$ cat config.mk
export PLATFORM = sky130hd
export DESIGN_NAME = pwm_sync_chan
export DESIGN_NICKNAME = d
export VERILOG_FILES = /design/src/rtl/pwm_sync_pkg.sv /design/src/rtl/pwm_prescaler.sv /design/src/rtl/pwm_period_ctr.sv /design/src/rtl/pwm_shaper.sv /design/src/rtl/pwm_sync_chan.sv
export SDC_FILE = /design/constraint.sdc
export NUM_CORES = 1
export LEC_CHECK = 0
export BUFFER_PORTS_ARGS = -buffer_cell sky130_fd_sc_hd__buf_2
export CORE_MARGIN = 1
export CORE_UTILIZATION = 40
export DETAILED_ROUTE_END_ITERATION = 8
export PLACE_DENSITY = 0.54
export SLEW_MARGIN = 10
export SYNTH_ARGS = -nofsm -noshare
export SYNTH_HDL_FRONTEND = slang
export SYNTH_SLANG_ARGS = --single-unit
$ cat constraint.sdc
create_clock -name clk -period 4.5 [get_ports clk]
set_input_delay 0.225 -clock clk [delete_from_list [all_inputs] [get_ports clk]]
set_output_delay 0.225 -clock clk [all_outputs]
set_load 0.01 [all_outputs]
$ cat src/rtl/pwm_sync_pkg.sv
package pwm_sync_pkg;
  localparam int DIVL_W = 8;
  localparam int DIVH_W = 4;
  localparam int CNT_W  = 8;

  typedef struct packed {
    logic              sync_off;
    logic              clk_on;
    logic              level;
    logic              invert;
    logic              od;
    logic              pin_on;
    logic [DIVH_W-1:0] shift;
    logic [DIVL_W-1:0] lin;
  } ctrl_t;

  typedef struct packed {
    logic [CNT_W-1:0] span;
    logic [CNT_W-1:0] fall;
    logic [CNT_W-1:0] rise;
  } duty_t;
endpackage

$ cat src/rtl/pwm_prescaler.sv
module pwm_prescaler #(
  parameter int DIVL_W = 8,
  parameter int DIVH_W = 4
) (
  input  logic              clk,
  input  logic              rst_n,
  input  logic              run,
  input  logic [DIVH_W-1:0] shift,
  input  logic [DIVL_W-1:0] lin,
  output logic              step
);
  localparam int P2_W = (1 << DIVH_W) - 1;

  logic [P2_W-1:0]   p2_q;
  logic [P2_W-1:0]   mask;
  logic [DIVL_W-1:0] lin_q;
  logic              tick;

  always_comb begin
    mask = (P2_W'(1) << shift) - P2_W'(1);
    tick = (p2_q & mask) == mask;
    step = tick && (lin_q >= lin);
  end

  always_ff @(posedge clk or negedge rst_n) begin
    if (!rst_n) begin
      p2_q  <= '0;
      lin_q <= '0;
    end else if (!run) begin
      p2_q  <= '0;
      lin_q <= '0;
    end else begin
      p2_q <= p2_q + P2_W'(1);
      if (tick) lin_q <= (lin_q >= lin) ? '0 : lin_q + DIVL_W'(1);
    end
  end

  p_lin_idle_r5: assert property (@(posedge clk) disable iff (!rst_n)
    !run |=> (lin_q == '0 && p2_q == '0));
endmodule

$ cat src/rtl/pwm_period_ctr.sv
module pwm_period_ctr
  import pwm_sync_pkg::*;
(
  input  logic             clk,
  input  logic             rst_n,
  input  logic             run,
  input  logic             step,
  input  logic             sync_off,
  input  duty_t            staged,
  output logic [CNT_W-1:0] cnt,
  output duty_t            act
);
  logic [CNT_W-1:0] cnt_q;
  duty_t            act_q;
  logic             wrap;
  logic             load;

  assign wrap = step && (cnt_q >= act_q.span);
  assign load = !run || sync_off || wrap;
  assign cnt  = cnt_q;
  assign act  = act_q;

  always_ff @(posedge clk or negedge rst_n) begin
    if (!rst_n) begin
      cnt_q <= '0;
      act_q <= '0;
    end else begin
      if (!run)      cnt_q <= '0;
      else if (step) cnt_q <= wrap ? '0 : cnt_q + CNT_W'(1);
      if (load) act_q <= staged;
    end
  end

  p_hold_r5: assert property (@(posedge clk) disable iff (!rst_n)
    !run |=> cnt_q == '0);
  p_wrap_r1: assert property (@(posedge clk) disable iff (!rst_n)
    wrap |=> cnt_q == '0);
  p_sync_hold_r7: assert property (@(posedge clk) disable iff (!rst_n)
    (run && !sync_off && !wrap) |=> $stable(act_q));
  p_nosync_r8: assert property (@(posedge clk) disable iff (!rst_n)
    (run && sync_off) |=> act_q == $past(staged));
endmodule

$ cat src/rtl/pwm_shaper.sv
module pwm_shaper
  import pwm_sync_pkg::*;
(
  input  logic             clk,
  input  logic             rst_n,
  input  logic [CNT_W-1:0] cnt,
  input  duty_t            act,
  input  ctrl_t            ctrl,
  output logic             pin_out,
  output logic             od_en
);
  logic win;
  logic shaped;

  always_comb begin
    if (act.rise == act.fall)     win = 1'b1;
    else if (act.rise < act.fall) win = (cnt >= act.rise) && (cnt < act.fall);
    else                          win = (cnt >= act.rise) || (cnt < act.fall);
    shaped  = ctrl.level ? 1'b1 : win;
    pin_out = ctrl.pin_on && ctrl.clk_on && (shaped ^ ctrl.invert);
    od_en   = ctrl.od && ctrl.pin_on;
  end

  p_full_r3: assert property (@(posedge clk) disable iff (!rst_n)
    (ctrl.pin_on && ctrl.clk_on && !ctrl.invert && act.rise == act.fall) |-> pin_out);
  p_level_r11: assert property (@(posedge clk) disable iff (!rst_n)
    (ctrl.pin_on && ctrl.clk_on && ctrl.level) |-> (pin_out != ctrl.invert));
endmodule

$ cat src/rtl/pwm_sync_chan.sv
module pwm_sync_chan
  import pwm_sync_pkg::*;
(
  input  logic        clk,
  input  logic        rst_n,
  input  logic        wr_en,
  input  logic        wr_addr,
  input  logic [31:0] wr_data,
  output logic        pin_out,
  output logic        od_en
);
  ctrl_t            ctrl_q;
  duty_t            staged_q;
  duty_t            act;
  logic [CNT_W-1:0] cnt;
  logic             step;
  logic             unused_bits;

  assign unused_bits = ^wr_data[23:18];

  always_ff @(posedge clk or negedge rst_n) begin
    if (!rst_n) begin
      ctrl_q   <= '0;
      staged_q <= '0;
    end else if (wr_en) begin
      if (!wr_addr) ctrl_q   <= ctrl_t'(wr_data[17:0]);
      else          staged_q <= duty_t'({wr_data[31:24], wr_data[15:0]});
    end
  end

  pwm_prescaler #(.DIVL_W(DIVL_W), .DIVH_W(DIVH_W)) u_pre (
    .clk(clk), .rst_n(rst_n), .run(ctrl_q.clk_on),
    .shift(ctrl_q.shift), .lin(ctrl_q.lin), .step(step));

  pwm_period_ctr u_ctr (
    .clk(clk), .rst_n(rst_n), .run(ctrl_q.clk_on), .step(step),
    .sync_off(ctrl_q.sync_off), .staged(staged_q), .cnt(cnt), .act(act));

  pwm_shaper u_shp (
    .clk(clk), .rst_n(rst_n), .cnt(cnt), .act(act), .ctrl(ctrl_q),
    .pin_out(pin_out), .od_en(od_en));

  p_pin_gate_r4: assert property (@(posedge clk) disable iff (!rst_n)
    !ctrl_q.pin_on |-> !pin_out);
  p_clk_gate_r5: assert property (@(posedge clk) disable iff (!rst_n)
    !ctrl_q.clk_on |-> !pin_out);
  p_od_r9: assert property (@(posedge clk) disable iff (!rst_n)
    od_en |-> (ctrl_q.pin_on && ctrl_q.od));
endmodule

Word level (Yosys, flattened, before mapping)
Cells that the tools add are included.
{"block": "word_totals", "input_bits": 36, "wordCells": 56, "out_inout_bits": 2, "regBits": 97}
{"block": "classes", "add_sub_neg": 4, "muxes": 10, "shift": 1, "n_lt_le_gt_ge": 5, "bitwise_logic": 3, "reduce_logical": 12, "eq_ne": 4}
{"cell": "$mux 8", "n": 6}
{"cell": "$ge 8x8->1", "n": 3}
{"cell": "$add 8x1->8 const B", "n": 2}
{"cell": "$lt 8x8->1", "n": 2}
{"cell": "$add 15x1->15 const B", "n": 1}
{"cell": "$and 15x15->15", "n": 1}
{"cell": "$eq 15x15->1", "n": 1}
{"cell": "$mux 15", "n": 1}
{"cell": "$shl 1x4->15 const A", "n": 1}
{"cell": "$sub 15x2->15 const B", "n": 1}
{"cell": "$eq 8x8->1", "n": 1}
{"cell": "$logic_and 1x1->1", "n": 6}
{"cell": "$ne 2x1->1 const B", "n": 2}
{"cell": "$reduce_and 2->1", "n": 2}
{"cell": "$logic_or 1x1->1", "n": 3}
{"cell": "$mux 1", "n": 3}
{"cell": "$logic_not 1->1", "n": 1}
{"cell": "$not 1->1", "n": 1}
{"cell": "$xor 1x1->1", "n": 1}

Depth between registers and ports, before layout
{"block": "depth", "depth_word": 9, "depth_mapped": 12, "ltp_nobuf": 10}

Cells and area by module
Synthesis repeated with hierarchy kept, for this count alone.
{"block": "unflattened", "hier_cells": 491, "hier_area_um2": 5622.9}
{"mod": "pwm_period_ctr", "n_inst": 1, "cells_each": 127, "area_per_inst_um2": 1712.9}
{"mod": "pwm_prescaler", "n_inst": 1, "cells_each": 197, "area_per_inst_um2": 1686.6}
{"mod": "pwm_sync_chan", "n_inst": 1, "cells_each": 90, "area_per_inst_um2": 1635.3}
{"mod": "pwm_shaper", "n_inst": 1, "cells_each": 77, "area_per_inst_um2": 588.1}

Worst setup path before layout
OpenSTA, ideal clock, no wires.
{"block": "synth_path", "path_kind": "register to register", "start": "register ctrl_q[10] (netlist bit)", "end": "register u_ctr.act_q (netlist bit u_ctr.act[0])", "path_slack_ps": 1320, "arrival_ps": 3055, "synth_period_minus_slack_ps": 3180, "setup_time_ps": 125, "path_stages_with_launch": 13, "path_cell_list": "dfrtp_1 > clkbuf_1 > nor2_1 > nand3b_1 > ha_1 > inv_1 > o2111ai_1 > a221o_1 > a2111oi_4 > nand3_4 > o21ai_4 > buf_12 > mux2_4"}
{"block": "synth_via", "elab_chain_cells": 7}
{"item": "start, declared", "line_no": "pwm_sync_chan.sv:12", "text": "ctrl_t ctrl_q;"}
{"item": "start signal, assigned", "line_no": "pwm_sync_chan.sv:26", "text": "if (!wr_addr) ctrl_q <= ctrl_t'(wr_data[17:0]);"}
{"item": "$shl 1x4->15 (*)", "line_no": "pwm_prescaler.sv:20", "text": "mask = (P2_W'(1) << shift) - P2_W'(1);"}
{"item": "$sub 15x2->15 (*)", "line_no": "pwm_prescaler.sv:20"}
{"item": "$and 15x15->15", "line_no": "pwm_prescaler.sv:21", "text": "tick = (p2_q & mask) == mask;"}
{"item": "$eq 15x15->1 (*)", "line_no": "pwm_prescaler.sv:21"}
{"item": "$logic_and 1x1->1 (*)", "line_no": "pwm_prescaler.sv:22", "text": "step = tick && (lin_q >= lin);"}
{"item": "$logic_and 1x1->1 (*)", "line_no": "pwm_period_ctr.sv:18", "text": "assign wrap = step && (cnt_q >= act_q.span);"}
{"item": "$logic_or 1x1->1 (*)", "line_no": "pwm_period_ctr.sv:19", "text": "assign load = !run || sync_off || wrap;"}
{"item": "end signal, assigned", "line_no": "pwm_period_ctr.sv:30", "text": "if (load) act_q <= staged;"}
{"item": "end, declared", "line_no": "pwm_period_ctr.sv:14", "text": "duty_t act_q;"}
Mark *: on every way between the ends. The rest lies on a longest branch, timed or not.
A chain may end at the register's enable or synchronous reset.

Worst setup path after layout
{"block": "layout_path", "start": "register ctrl_q[10] (netlist bit)", "end": "register u_ctr.act_q (netlist bit u_ctr.act[13])"}
The elaborated chain is that of the path after synthesis.

==> flow_metrics.tcl <==
set metrics [dict create \
    core_sq_mm 0.0132 \
    remaining_drc_errors 0 \
    ant_nets 0 \
    crit_path_start_kind "register" \
    grt_setup_unrepaired "false" \
    clock_sinks 97 \
    grt_pass1_wl_um 18000 \
    multi_input_area_sq_mm 0.00275 \
    synth_fp_nets 573 \
    synth_edf_count 0 \
    dp.final_hpwl_um 7490 \
    synth-main-ff-cell "dfrtp_1" \
    synth_area_leaders "dfrtp_1, ha_1, mux2_2, mux2_4, inv_1" \
    cp_slowest_stage_delay_ns 0.53 \
    p_per_area_mw_per_mm2 400 \
    yosysMostFrequentCell "dfrtp_1" \
    gr-usage-all-layers 0.165 \
    drv_cap 0 \
    yosysTopAreaCell "dfrtp_1" \
    hold_path_class "input pin to asynchronous set/reset pin" \
    yosysWarnings 0 \
    hold_viol 60 \
    routed_via_density 5.20 \
    io_pins 38 \
    syn-cell-area_sq_mm 0.00541 \
    first_global_vias 3580 \
    crit_type "register to register" \
    place_ws_ns 0.772 \
    wl_met1_um 5280 \
    drtIter0Drc 155 \
    overflow 0 \
    grt_max_degree 62 \
    start_util 0.410 \
    clockBufferDepth 2 \
    synth_top_area_frac 0.449 \
    avgSynthCellArea_sq_um 10.9 \
    diodes 0 \
    met3_length_um 233 \
    ir_drop_uv 180 \
    wirelength_um 10600 \
    path_clk_slew_ns 0.07 \
    ys_ff_latch 97 \
    async_flop_share 1.00 \
    fmax_mhz 269 \
    relSlewSlack 0.244 \
    cp_data_required_time_ns 4.73 \
    cts-buffers-inserted 9 \
    yosysSeqAreaShare 0.449 \
    fin_crit_sh 0.827 \
    layout.nets 603 \
    highest_layer "met4" \
    arrival_ns 3.95 \
    crit_path_end_kind "register" \
    dieWidth_um 118 \
    clock_latency_ns 0.35 \
    status "finished, violations left" \
    cts_tree "done" \
    postCtsSetupBuffers 0 \
    antenna_found_initial 0 \
    crit_path_max_fanout 15 \
    worstPathCellList "nor2_1 > nand3b_1 > ha_1 > inv_1 > o2111ai_1 > a221o_1 > a2111oi_4 > nand3_4 > o21ai_4 > buf_12 > mux2_4" \
    die_y_um 118 \
    hold_ws_ns -0.0368 \
    slowest_stage "a2111oi_4" \
    setup_viol 0 \
    fillers 1261 \
    drive_gt1_frac 0.225 \
    cts-root-buf "clkbuf_16" \
    routed-wl-met2_um 4890 \
    worst_slack_ns 0.779 \
    final.setup.tns_ns 0 \
    htree_levels 3 \
    hold_buffers 0 \
    num_vias 3660 \
    fin_skew_ns 0.0106 \
    die_area_sq_mm 0.0140 \
    cts_resized 0 \
    worst_pin_slew_ns 1.13 \
    synth_common_cells "dfrtp_1, ha_1, mux2_2" \
    rows 42 \
    synth_cell_types 56 \
    seq_area_sq_mm 0.00243 \
    synthCells 494 \
    drt_pass1_iterations 5 \
    area_growth_pct 12.3 \
    io_buffers 31 \
    power_leakage_nw 2.86 \
    violations "negative hold slack" \
    place.gp.congestion 0.789 \
    report.final.slew_viol_count 0 \
    period_minus_slack_ns 3.72 \
    wl_per_cell_um 15.0 \
]
==> cell usage in the layout (no fill, tap or decap), types with 2 or more instances in the layout <==
| cell | instances |
|---|---|
| buf_2 | 30 |
| a21oi_1 | 16 |
| and3_2 | 2 |
| o21a_1 | 2 |
| nor3b_1 | 4 |
| ha_1 | 43 |
| or3_1 | 3 |
| nand3_1 | 16 |
| clkinv_2 | 2 |
| nor4b_1 | 2 |
| xnor2_1 | 8 |
| nor2b_1 | 4 |
| bufinv_16 | 3 |
| nand2_1 | 35 |
| o22ai_1 | 5 |
| a21o_1 | 3 |
| xor2_1 | 4 |
| mux2_4 | 20 |
| clkbuf_16 | 9 |
| o21ai_0 | 26 |
| and3_1 | 9 |
| a22oi_1 | 2 |
| and2_1 | 16 |
| nor3_1 | 10 |
| nor2_1 | 18 |
| nand2b_1 | 8 |
| a211o_1 | 2 |
| a211oi_1 | 3 |
| inv_1 | 38 |
| dfrtp_1 | 97 |
| buf_4 | 4 |
| nand4_1 | 3 |
| mux2_2 | 39 |
| nand3b_1 | 5 |
| nand4b_1 | 3 |
| or3b_2 | 2 |
| a21boi_0 | 8 |
==> logic make-up (layout without fill, tap and decap cells) <==
logic type                 Yosys count  count (layout)  share of synthesized area
AOI/OAI and AO/OA                   81              81                      0.100
xor gates and xnor gates            12              12                     0.0194
adders and majority gates           44              44                      0.101
buffers and inverters               54              88                     0.0435
DFF                                 97              97                      0.449
muxes                               59              59                      0.137
and+or+nand+nor                    147             147                      0.150
==> worst paths after layout <==
check                                        from                        end  slack, ns  cells after the start
setup / recovery           ctrl_q[10]$_DFFE_PN0P_  u_ctr.act[13]$_DFFE_PN0P_       0.78                     11
hold / removal                              rst_n   staged_q[18]$_DFFE_PN0P_      -0.04                      1
setup reg to reg           ctrl_q[10]$_DFFE_PN0P_  u_ctr.act[13]$_DFFE_PN0P_       0.78                     11
hold reg to reg            ctrl_q[13]$_DFFE_PN0P_     ctrl_q[13]$_DFFE_PN0P_       0.50                      1
max in group asynchronous                   rst_n   u_ctr.cnt[3]$_DFFE_PN0P_       3.55                      2
min in group clk                       wr_data[3]      ctrl_q[3]$_DFFE_PN0P_       0.09                      3
==> critical path, delay by kind of cell, from the launching register on <==
family | cells | cell delay (ns)
compound gates | 4 | 1.52
simple gates | 3 | 0.64
flops | 1 | 0.49
buf+inv | 2 | 0.35
mux | 1 | 0.31
fa+ha+maj | 1 | 0.28
==> layer usage <==
metal,global-route usage,up-vias
met3,0.0304,11
met5,0,-
met1,0.223,1792
li1,-,1815
met4,0.0721,0
met2,0.259,42
==> where the power goes <==
group,internal [W],switching (W)
Sequential,0.000985,0.0000923
Clock,0.000538,0.000334
Combinational,0.000255,0.000227
==> flip-flops by register name, summed over array words and instances, names as in the netlist <==
name / cells
ctrl_q: 18
staged_q: 24
u_ctr.act: 24
u_ctr.cnt: 8
u_pre.lin_q: 8
u_pre.p2_q: 15
==> metrics by stage <==
| stage | util | cells | total power [W] | instance area [sq um] |
|---|---|---|---|---|
| final | 0.460 | 704 | 0.00243 | 6070 |
| after global routing | 0.460 | 704 | 0.00258 | 6070 |
| after CTS | 0.460 | 704 | 0.00247 | 6070 |
| after detailed placement | 0.435 | 689 | 0.00158 | 5740 |
| after global placement | 0.435 | 689 | 0.00156 | 5740 |
| after floorplan | - | 494 | 0.00145 | 5410 |
==> final cells by class <==
class,instances,share of cell area
clock buffers,9,0.0371
clock inverters,6,0.0177
inverters,38,0.0235
multi-input cells,343,0.452
flip-flops and latches,97,0.400
well taps,176,0.0363
repair buffers,35,0.0330
Note: power is estimated with default switching activity, not from simulation.
